**config.mk**
```make
export PLATFORM = sky130hd
export DESIGN_NAME = i2c_legacy_regfront
export DESIGN_NICKNAME = d
export VERILOG_FILES = /design/src/rtl/i2c_lv_pkg.sv /design/src/rtl/lv_vector_unit.sv /design/src/rtl/lv_tx_packer.sv /design/src/rtl/lv_rx_packer.sv /design/src/rtl/i2c_legacy_regfront.sv
export SDC_FILE = /design/constraint.sdc
export NUM_CORES = 1
export LEC_CHECK = 0
export BUFFER_PORTS_ARGS = -buffer_cell sky130_fd_sc_hd__buf_2
export CORE_UTILIZATION = 35
export DETAILED_ROUTE_END_ITERATION = 10
export GPL_TIMING_DRIVEN = 0
export PLACE_DENSITY = 0.53
export SYNTH_ARGS = -nofsm -noshare
export SYNTH_HDL_FRONTEND = slang
export SYNTH_SLANG_ARGS = --single-unit
```
**constraint.sdc**
```tcl
create_clock -name clk -period 5.3 [get_ports clk]
set_input_delay 0.53 -clock clk [delete_from_list [all_inputs] [get_ports clk]]
set_output_delay 0.53 -clock clk [all_outputs]
set_load 0.01 [all_outputs]
```
**src/rtl/i2c_lv_pkg.sv**
```systemverilog
package i2c_lv_pkg;
  localparam int NUM_EV   = 5;
  localparam int CODE_W   = 3;
  localparam int BYTE_W   = 8;
  localparam int WORD_W   = 2 * BYTE_W;
  localparam int STOP_BIT = 1;

  localparam logic [1:0] ADDR_VEC  = 2'd0;
  localparam logic [1:0] ADDR_DATA = 2'd1;
  localparam logic [1:0] ADDR_CNT  = 2'd2;
  localparam logic [1:0] ADDR_CTRL = 2'd3;

  // lowest pending code, 0 when nothing pending
  function automatic logic [CODE_W-1:0] lowest_code(input logic [NUM_EV-1:0] p);
    lowest_code = '0;
    for (int i = NUM_EV - 1; i >= 0; i--) begin
      if (p[i]) lowest_code = CODE_W'(i + 1);
    end
  endfunction

  // one-hot pending bit for a code, empty for code 0
  function automatic logic [NUM_EV-1:0] code_mask(input logic [CODE_W-1:0] c);
    code_mask = '0;
    for (int i = 0; i < NUM_EV; i++) begin
      if (c == CODE_W'(i + 1)) code_mask[i] = 1'b1;
    end
  endfunction
endpackage

```
**src/rtl/lv_vector_unit.sv**
```systemverilog
module lv_vector_unit
  import i2c_lv_pkg::*;
(
  input  logic              clk,
  input  logic              rst_n,
  input  logic [NUM_EV-1:0] ev,
  input  logic              clr_rd,
  output logic [CODE_W-1:0] code,
  output logic              irq,
  output logic [NUM_EV-1:0] clr_mask
);
  logic [NUM_EV-1:0] pend_q;

  assign code     = lowest_code(pend_q);
  assign irq      = |pend_q;
  assign clr_mask = clr_rd ? code_mask(code) : '0;

  always_ff @(posedge clk or negedge rst_n) begin
    if (!rst_n) pend_q <= '0;
    else        pend_q <= (pend_q & ~clr_mask) | ev;
  end


  cleared_chk: assert property (@(posedge clk) disable iff (!rst_n)
    (|(clr_mask & ~ev)) |=> ((pend_q & $past(clr_mask & ~ev)) == '0));

  ev_kept_chk: assert property (@(posedge clk) disable iff (!rst_n)
    (|ev) |=> ((pend_q & $past(ev)) == $past(ev)));

  clr_single_chk: assert property (@(posedge clk) disable iff (!rst_n)
    $onehot0(clr_mask));

  others_stay_chk: assert property (@(posedge clk) disable iff (!rst_n)
    clr_rd |=> ((pend_q & $past(pend_q & ~clr_mask)) == $past(pend_q & ~clr_mask)));
endmodule

```
**src/rtl/lv_tx_packer.sv**
```systemverilog
module lv_tx_packer
  import i2c_lv_pkg::*;
(
  input  logic              clk,
  input  logic              rst_n,
  input  logic              load,
  input  logic [1:0]        load_n,
  input  logic [WORD_W-1:0] word,
  input  logic              take,
  output logic              tx_avail,
  output logic [BYTE_W-1:0] tx_byte,
  output logic              empty
);
  logic [WORD_W-1:0] hold_q;
  logic [1:0]        hold_n;

  assign tx_avail = (hold_n != 2'd0);
  assign empty    = (hold_n == 2'd0);
  assign tx_byte  = hold_q[BYTE_W-1:0];

  always_ff @(posedge clk or negedge rst_n) begin
    if (!rst_n) begin
      hold_q <= '0;
      hold_n <= 2'd0;
    end else if (load) begin
      hold_q <= word;
      hold_n <= load_n;
    end else if (take && hold_n != 2'd0) begin
      hold_q <= {{BYTE_W{1'b0}}, hold_q[WORD_W-1:BYTE_W]};
      hold_n <= hold_n - 2'd1;
    end
  end


  hi_follows_chk: assert property (@(posedge clk) disable iff (!rst_n)
    (hold_n == 2'd2 && take && !load) |=> (tx_byte == $past(hold_q[WORD_W-1:BYTE_W]) && hold_n == 2'd1));

  fill_bound_chk: assert property (@(posedge clk) disable iff (!rst_n)
    hold_n <= 2'd2);
endmodule

```
**src/rtl/lv_rx_packer.sv**
```systemverilog
module lv_rx_packer
  import i2c_lv_pkg::*;
(
  input  logic              clk,
  input  logic              rst_n,
  input  logic              accept,
  input  logic [BYTE_W-1:0] byte_in,
  input  logic              clear,
  output logic [WORD_W-1:0] word,
  output logic              room
);
  logic [WORD_W-1:0] word_q;
  logic [1:0]        n_q;

  assign word = word_q;
  assign room = (n_q < 2'd2);

  always_ff @(posedge clk or negedge rst_n) begin
    if (!rst_n) begin
      word_q <= '0;
      n_q    <= 2'd0;
    end else if (clear) begin
      word_q <= accept ? {{BYTE_W{1'b0}}, byte_in} : '0;
      n_q    <= accept ? 2'd1 : 2'd0;
    end else if (accept) begin
      if (n_q == 2'd0) word_q[BYTE_W-1:0]      <= byte_in;
      else             word_q[WORD_W-1:BYTE_W] <= byte_in;
      n_q <= n_q + 2'd1;
    end
  end


  rx_hi_zero_chk: assert property (@(posedge clk) disable iff (!rst_n)
    (n_q != 2'd2) |-> (word_q[WORD_W-1:BYTE_W] == '0));

  rx_fill_chk: assert property (@(posedge clk) disable iff (!rst_n)
    n_q <= 2'd2);
endmodule

```
**src/rtl/i2c_legacy_regfront.sv**
```systemverilog
module i2c_legacy_regfront
  import i2c_lv_pkg::*;
#(
  parameter int CNT_W = 8
) (
  input  logic              clk,
  input  logic              rst_n,
  input  logic [NUM_EV-1:0] ev_pulse,
  input  logic [1:0]        reg_addr,
  input  logic              reg_rd,
  input  logic              reg_wr,
  input  logic [WORD_W-1:0] reg_wdata,
  output logic [WORD_W-1:0] reg_rdata,
  output logic [CODE_W-1:0] vec_code,
  output logic              irq,
  output logic              tx_avail,
  output logic [BYTE_W-1:0] tx_byte,
  input  logic              tx_take,
  input  logic              rx_push,
  input  logic [BYTE_W-1:0] rx_byte,
  output logic              stop_req
);
  // bytes a data write may take from the remaining count
  function automatic logic [1:0] tx_grant(input logic [CNT_W-1:0] c);
    if (c == '0)                return 2'd0;
    else if (c == CNT_W'(1))    return 2'd1;
    else                        return 2'd2;
  endfunction

  logic vec_rd, data_rd, data_wr, cnt_wr, ctrl_wr;
  logic [NUM_EV-1:0] clr_mask;
  logic tx_empty, tx_load, rx_room, rx_ok;
  logic [1:0] tx_n;
  logic [WORD_W-1:0] tx_word, rx_word;
  logic [CNT_W-1:0] cnt_q, cnt_rem, cnt_d;

  assign vec_rd  = reg_rd && (reg_addr == ADDR_VEC);
  assign data_rd = reg_rd && (reg_addr == ADDR_DATA);
  assign data_wr = reg_wr && (reg_addr == ADDR_DATA);
  assign cnt_wr  = reg_wr && (reg_addr == ADDR_CNT);
  assign ctrl_wr = reg_wr && (reg_addr == ADDR_CTRL);

  lv_vector_unit u_vec (
    .clk(clk), .rst_n(rst_n), .ev(ev_pulse), .clr_rd(vec_rd),
    .code(vec_code), .irq(irq), .clr_mask(clr_mask)
  );

  assign tx_n    = tx_grant(cnt_q);
  assign tx_load = data_wr && tx_empty && (tx_n != 2'd0);
  assign tx_word = (tx_n == 2'd1) ? {{BYTE_W{1'b0}}, reg_wdata[BYTE_W-1:0]} : reg_wdata;

  lv_tx_packer u_tx (
    .clk(clk), .rst_n(rst_n), .load(tx_load), .load_n(tx_n), .word(tx_word),
    .take(tx_take), .tx_avail(tx_avail), .tx_byte(tx_byte), .empty(tx_empty)
  );

  assign cnt_rem = cnt_q - CNT_W'(tx_load ? tx_n : 2'd0);
  assign rx_ok   = rx_push && rx_room && (cnt_rem != '0);
  assign cnt_d   = cnt_wr ? reg_wdata[CNT_W-1:0] : (cnt_rem - CNT_W'(rx_ok));

  lv_rx_packer u_rx (
    .clk(clk), .rst_n(rst_n), .accept(rx_ok), .byte_in(rx_byte),
    .clear(data_rd), .word(rx_word), .room(rx_room)
  );

  always_ff @(posedge clk or negedge rst_n) begin
    if (!rst_n) begin
      cnt_q    <= '0;
      stop_req <= 1'b0;
    end else begin
      cnt_q    <= cnt_d;
      stop_req <= ctrl_wr && reg_wdata[STOP_BIT];
    end
  end

  always_comb begin
    reg_rdata = '0;
    if (reg_rd) begin
      case (reg_addr)
        ADDR_VEC:  reg_rdata = WORD_W'(vec_code);
        ADDR_DATA: reg_rdata = rx_word;
        ADDR_CNT:  reg_rdata = WORD_W'(cnt_q);
        default:   reg_rdata = '0;
      endcase
    end
  end


  cnt_no_grow_chk: assert property (@(posedge clk) disable iff (!rst_n)
    !cnt_wr |=> (cnt_q <= $past(cnt_q)));

  stop_src_chk: assert property (@(posedge clk) disable iff (!rst_n)
    stop_req |-> $past(ctrl_wr && reg_wdata[STOP_BIT]));

  single_byte_chk: assert property (@(posedge clk) disable iff (!rst_n)
    (cnt_q == CNT_W'(1) && data_wr && tx_empty && !cnt_wr) |=> (cnt_q == '0 && tx_avail));

  irq_code_chk: assert property (@(posedge clk) disable iff (!rst_n)
    irq == (vec_code != '0));
endmodule

```
==> run metrics <==
Clock Tree Buf Depth=2; Worst EP required=5.48 ns; IO Port Bufs=66; Synth top area share=0.423; DIE HEIGHT=93.9 microns; Worst Setup SP=cnt_q[4]; arrival time worst endpoint=5.15 ns; final net count=435; DR iter-0 viols=108; H-tree Lvls=2; FP Rows=33; Post-CTS Setup Bufs=0; status=completed; worst reg2reg path startpoint=cnt_q[4]; most common cell after layout, fill and taps aside=buf_2; compound-gate portion of the synthesized area=0.196; Cell Pwr Density=414 mW/mm^2; drt pass-1 iters=4; routed len/inst=14.5 microns; Syn Inst Count=318; period utilization=0.937; maximum VDD drop=165 uV; Metal-1 WL=3.59 mm; final setup vio count=0; Place WS=0.101 ns; RSZ-0062 raised after global routing=no; via count=2,481; post-synthesis xor/xnor area fraction=0.0207; main combinational cell family by area after synthesis=simple AND/OR/NAND/NOR gates; Max-Cap Viols=0; Async SR Flop Fraction=1.00; register area share after synthesis=0.423; Crit Path Category=reg2reg; # diodes=0; Post-Synth Adder-Cell Area=0.0322; most frequent cells in the layout=buf_2 (67), dfrtp_1 (50), nand2_1 (41); # hold bufs at CTS=0; Pins Over Slew Limit=0; Core Area=0.00818 sq mm; Synth area leaders=dfrtp_1 (42%), nand2_1 (5.2%), a22o_1 (4.7%); Post-Syn Nets=362; Avg Inst Size Synth=9.30 sq um; worst setup margin=0.332 ns; total grt overflow=0; Initial Utilization=0.362; initial antenna violation count=0; vias in the first global route=2,376; final hold slack=0.407 ns; number of synthesized register bits=50; Worst setup EP type=register; Period minus WS final=4.97 ns; Worst-Margin Slew=1.14 ns; number of synthesized flops with an enable pin=0; top sig layer=met4; share of cells above drive strength 1=0.248; hold crit path type=in2reg; drt drc=0; top_reg_cell synth=dfrtp_1; CTS tree=done; largest net degree at the start of global routing=51; RePlAce Congestion=0.817; mux cell area share after synthesis=0.0444; synth unique cells=53; clock transition at the registers of the reported paths=0.09 ns; Synth Warn #=0; Vias/cell=5.00; hpwl dp=5.29 mm; total CTS buffers=5; worst-skew pair later-pin latency=0.30 ns; gr usage total=0.173; P&R area growth vs syn=19.4%; met3 wire len=311 microns; CP startpoint kind=register; HP Start=ev_pulse[0]; total die area=0.00882 sq mm; Routed met2 length=3.26 mm; Final Hold Fails=0; CTS root buf=clkbuf_8; Fillers=854; Detail Route Antenna Nets=0; Sink Count=50; Rel. slew slack=0.237; Total Wirelength=7.19 mm; post_cts resized=0; Netlist Area Pre-Place=0.00296 sq mm; first-pass GRT wire length=11.8 mm; critical path fanouts, max=10; Leak=1.81 nW; Die Width=93.9 microns; IO Pins=67; TNS Setup=0 ns; Post-Synth Simple-Gate Area=0.204; clock skew=0.00942 ns; cell taking the most area after synthesis=dfrtp_1; Storage cell area=0.00125 sq mm; Multi-input gate area=0.00147 sq mm; max frequency=0.201 GHz
## metrics by stage
stage / cell area (sq um) / util / power [mW] / std cells
final: 3530 / 0.432 / 1.46 / 496
after global routing: 3530 / 0.432 / 1.59 / 496
after CTS: 3530 / 0.432 / 1.48 / 496
after detailed placement: 3420 / 0.418 / 1.20 / 489
after global placement: 3420 / 0.418 / 1.19 / 489
after floorplan: 2960 / - / 1.03 / 318
## final cells by class
cell class / count / area share
Tap cell: 105 / 0.0372
Sequential cell: 50 / 0.354
Clock buffer: 6 / 0.0234
Clock inverter: 1 / 0.00850
Multi-Input combinational cell: 222 / 0.416
Inverter: 22 / 0.0234
Timing Repair Buffer: 66 / 0.0936
Buffer: 24 / 0.0432
## synth_stat cells, types with 5 or more instances
library cell  number
nor2_1            20
nand2b_1           7
dfrtp_1           50
and3_1            10
clkbuf_1          12
a22oi_1            6
ha_1               6
nand2_1           41
a21o_1            10
nor2b_1           11
o22ai_1            9
and2_1             5
a21oi_1           11
buf_4              8
nor3_1             5
xnor2_1            5
a22o_1            16
mux2i_1           12
o21ai_0            6
inv_1             22
## critical path, stage by stage (launching register included)
cell and delay [ns]:
dfrtp_1 0.44, or3_4 0.44, or3_4 0.39, and2_2 0.21, clkbuf_1 0.24, inv_1 0.17
ha_1 0.23, nor2b_1 0.12, buf_2 0.17, or4b_1 0.57, and3_1 0.24, o21ai_1 0.32
inv_1 0.09, ha_1 0.24, ha_1 0.24, inv_1 0.09, a211oi_1 0.07, a21oi_1 0.28
mux2i_1 0.22, nand2_1 0.07
## routing by layer
metal	up-vias	GRT usage
met4	0	0.0308
met2	64	0.285
met1	1171	0.241
met3	4	0.0283
met5	-	0
li1	1242	-
## state kept, by name, summed over array words and instances (netlist names)
name	flops
stop_req	1
u_tx.hold_n	2
u_rx.word	16
u_rx.n_q	2
u_tx.hold_q	16
cnt_q	8
u_vec.pend_q	5
## path summary, 6_finish.rpt
check	to	slack, ns	cells past startpoint
worst max-delay path	cnt_q[4]	0.33	19
worst min-delay path	u_vec.pend_q[0]	0.41	2
worst max register to register	cnt_q[4]	0.33	19
worst min register to register	u_tx.hold_q[0]	0.48	1
max in group asynchronous	u_rx.word[3]	4.15	1
min in group asynchronous	u_vec.pend_q[2]	0.46	1
## where the power goes
part | internal (mW) | switching (mW)
Combinational | 0.277 | 0.320
Clock | 0.151 | 0.125
Sequential | 0.506 | 0.0839
Total | 0.934 | 0.528
## cell families (layout without fill, tap and decap cells)
logic type	after synthesis	count (layout)
multiplexers	13	13
adder cells (fa/ha/maj)	7	7
flip-flops	50	50
AND/OR/NAND/NOR	116	116
buffers and inverters	46	119
AO/OA/AOI/OAI	79	79
XOR/XNOR	7	7
(Power assumes the default switching activity.)
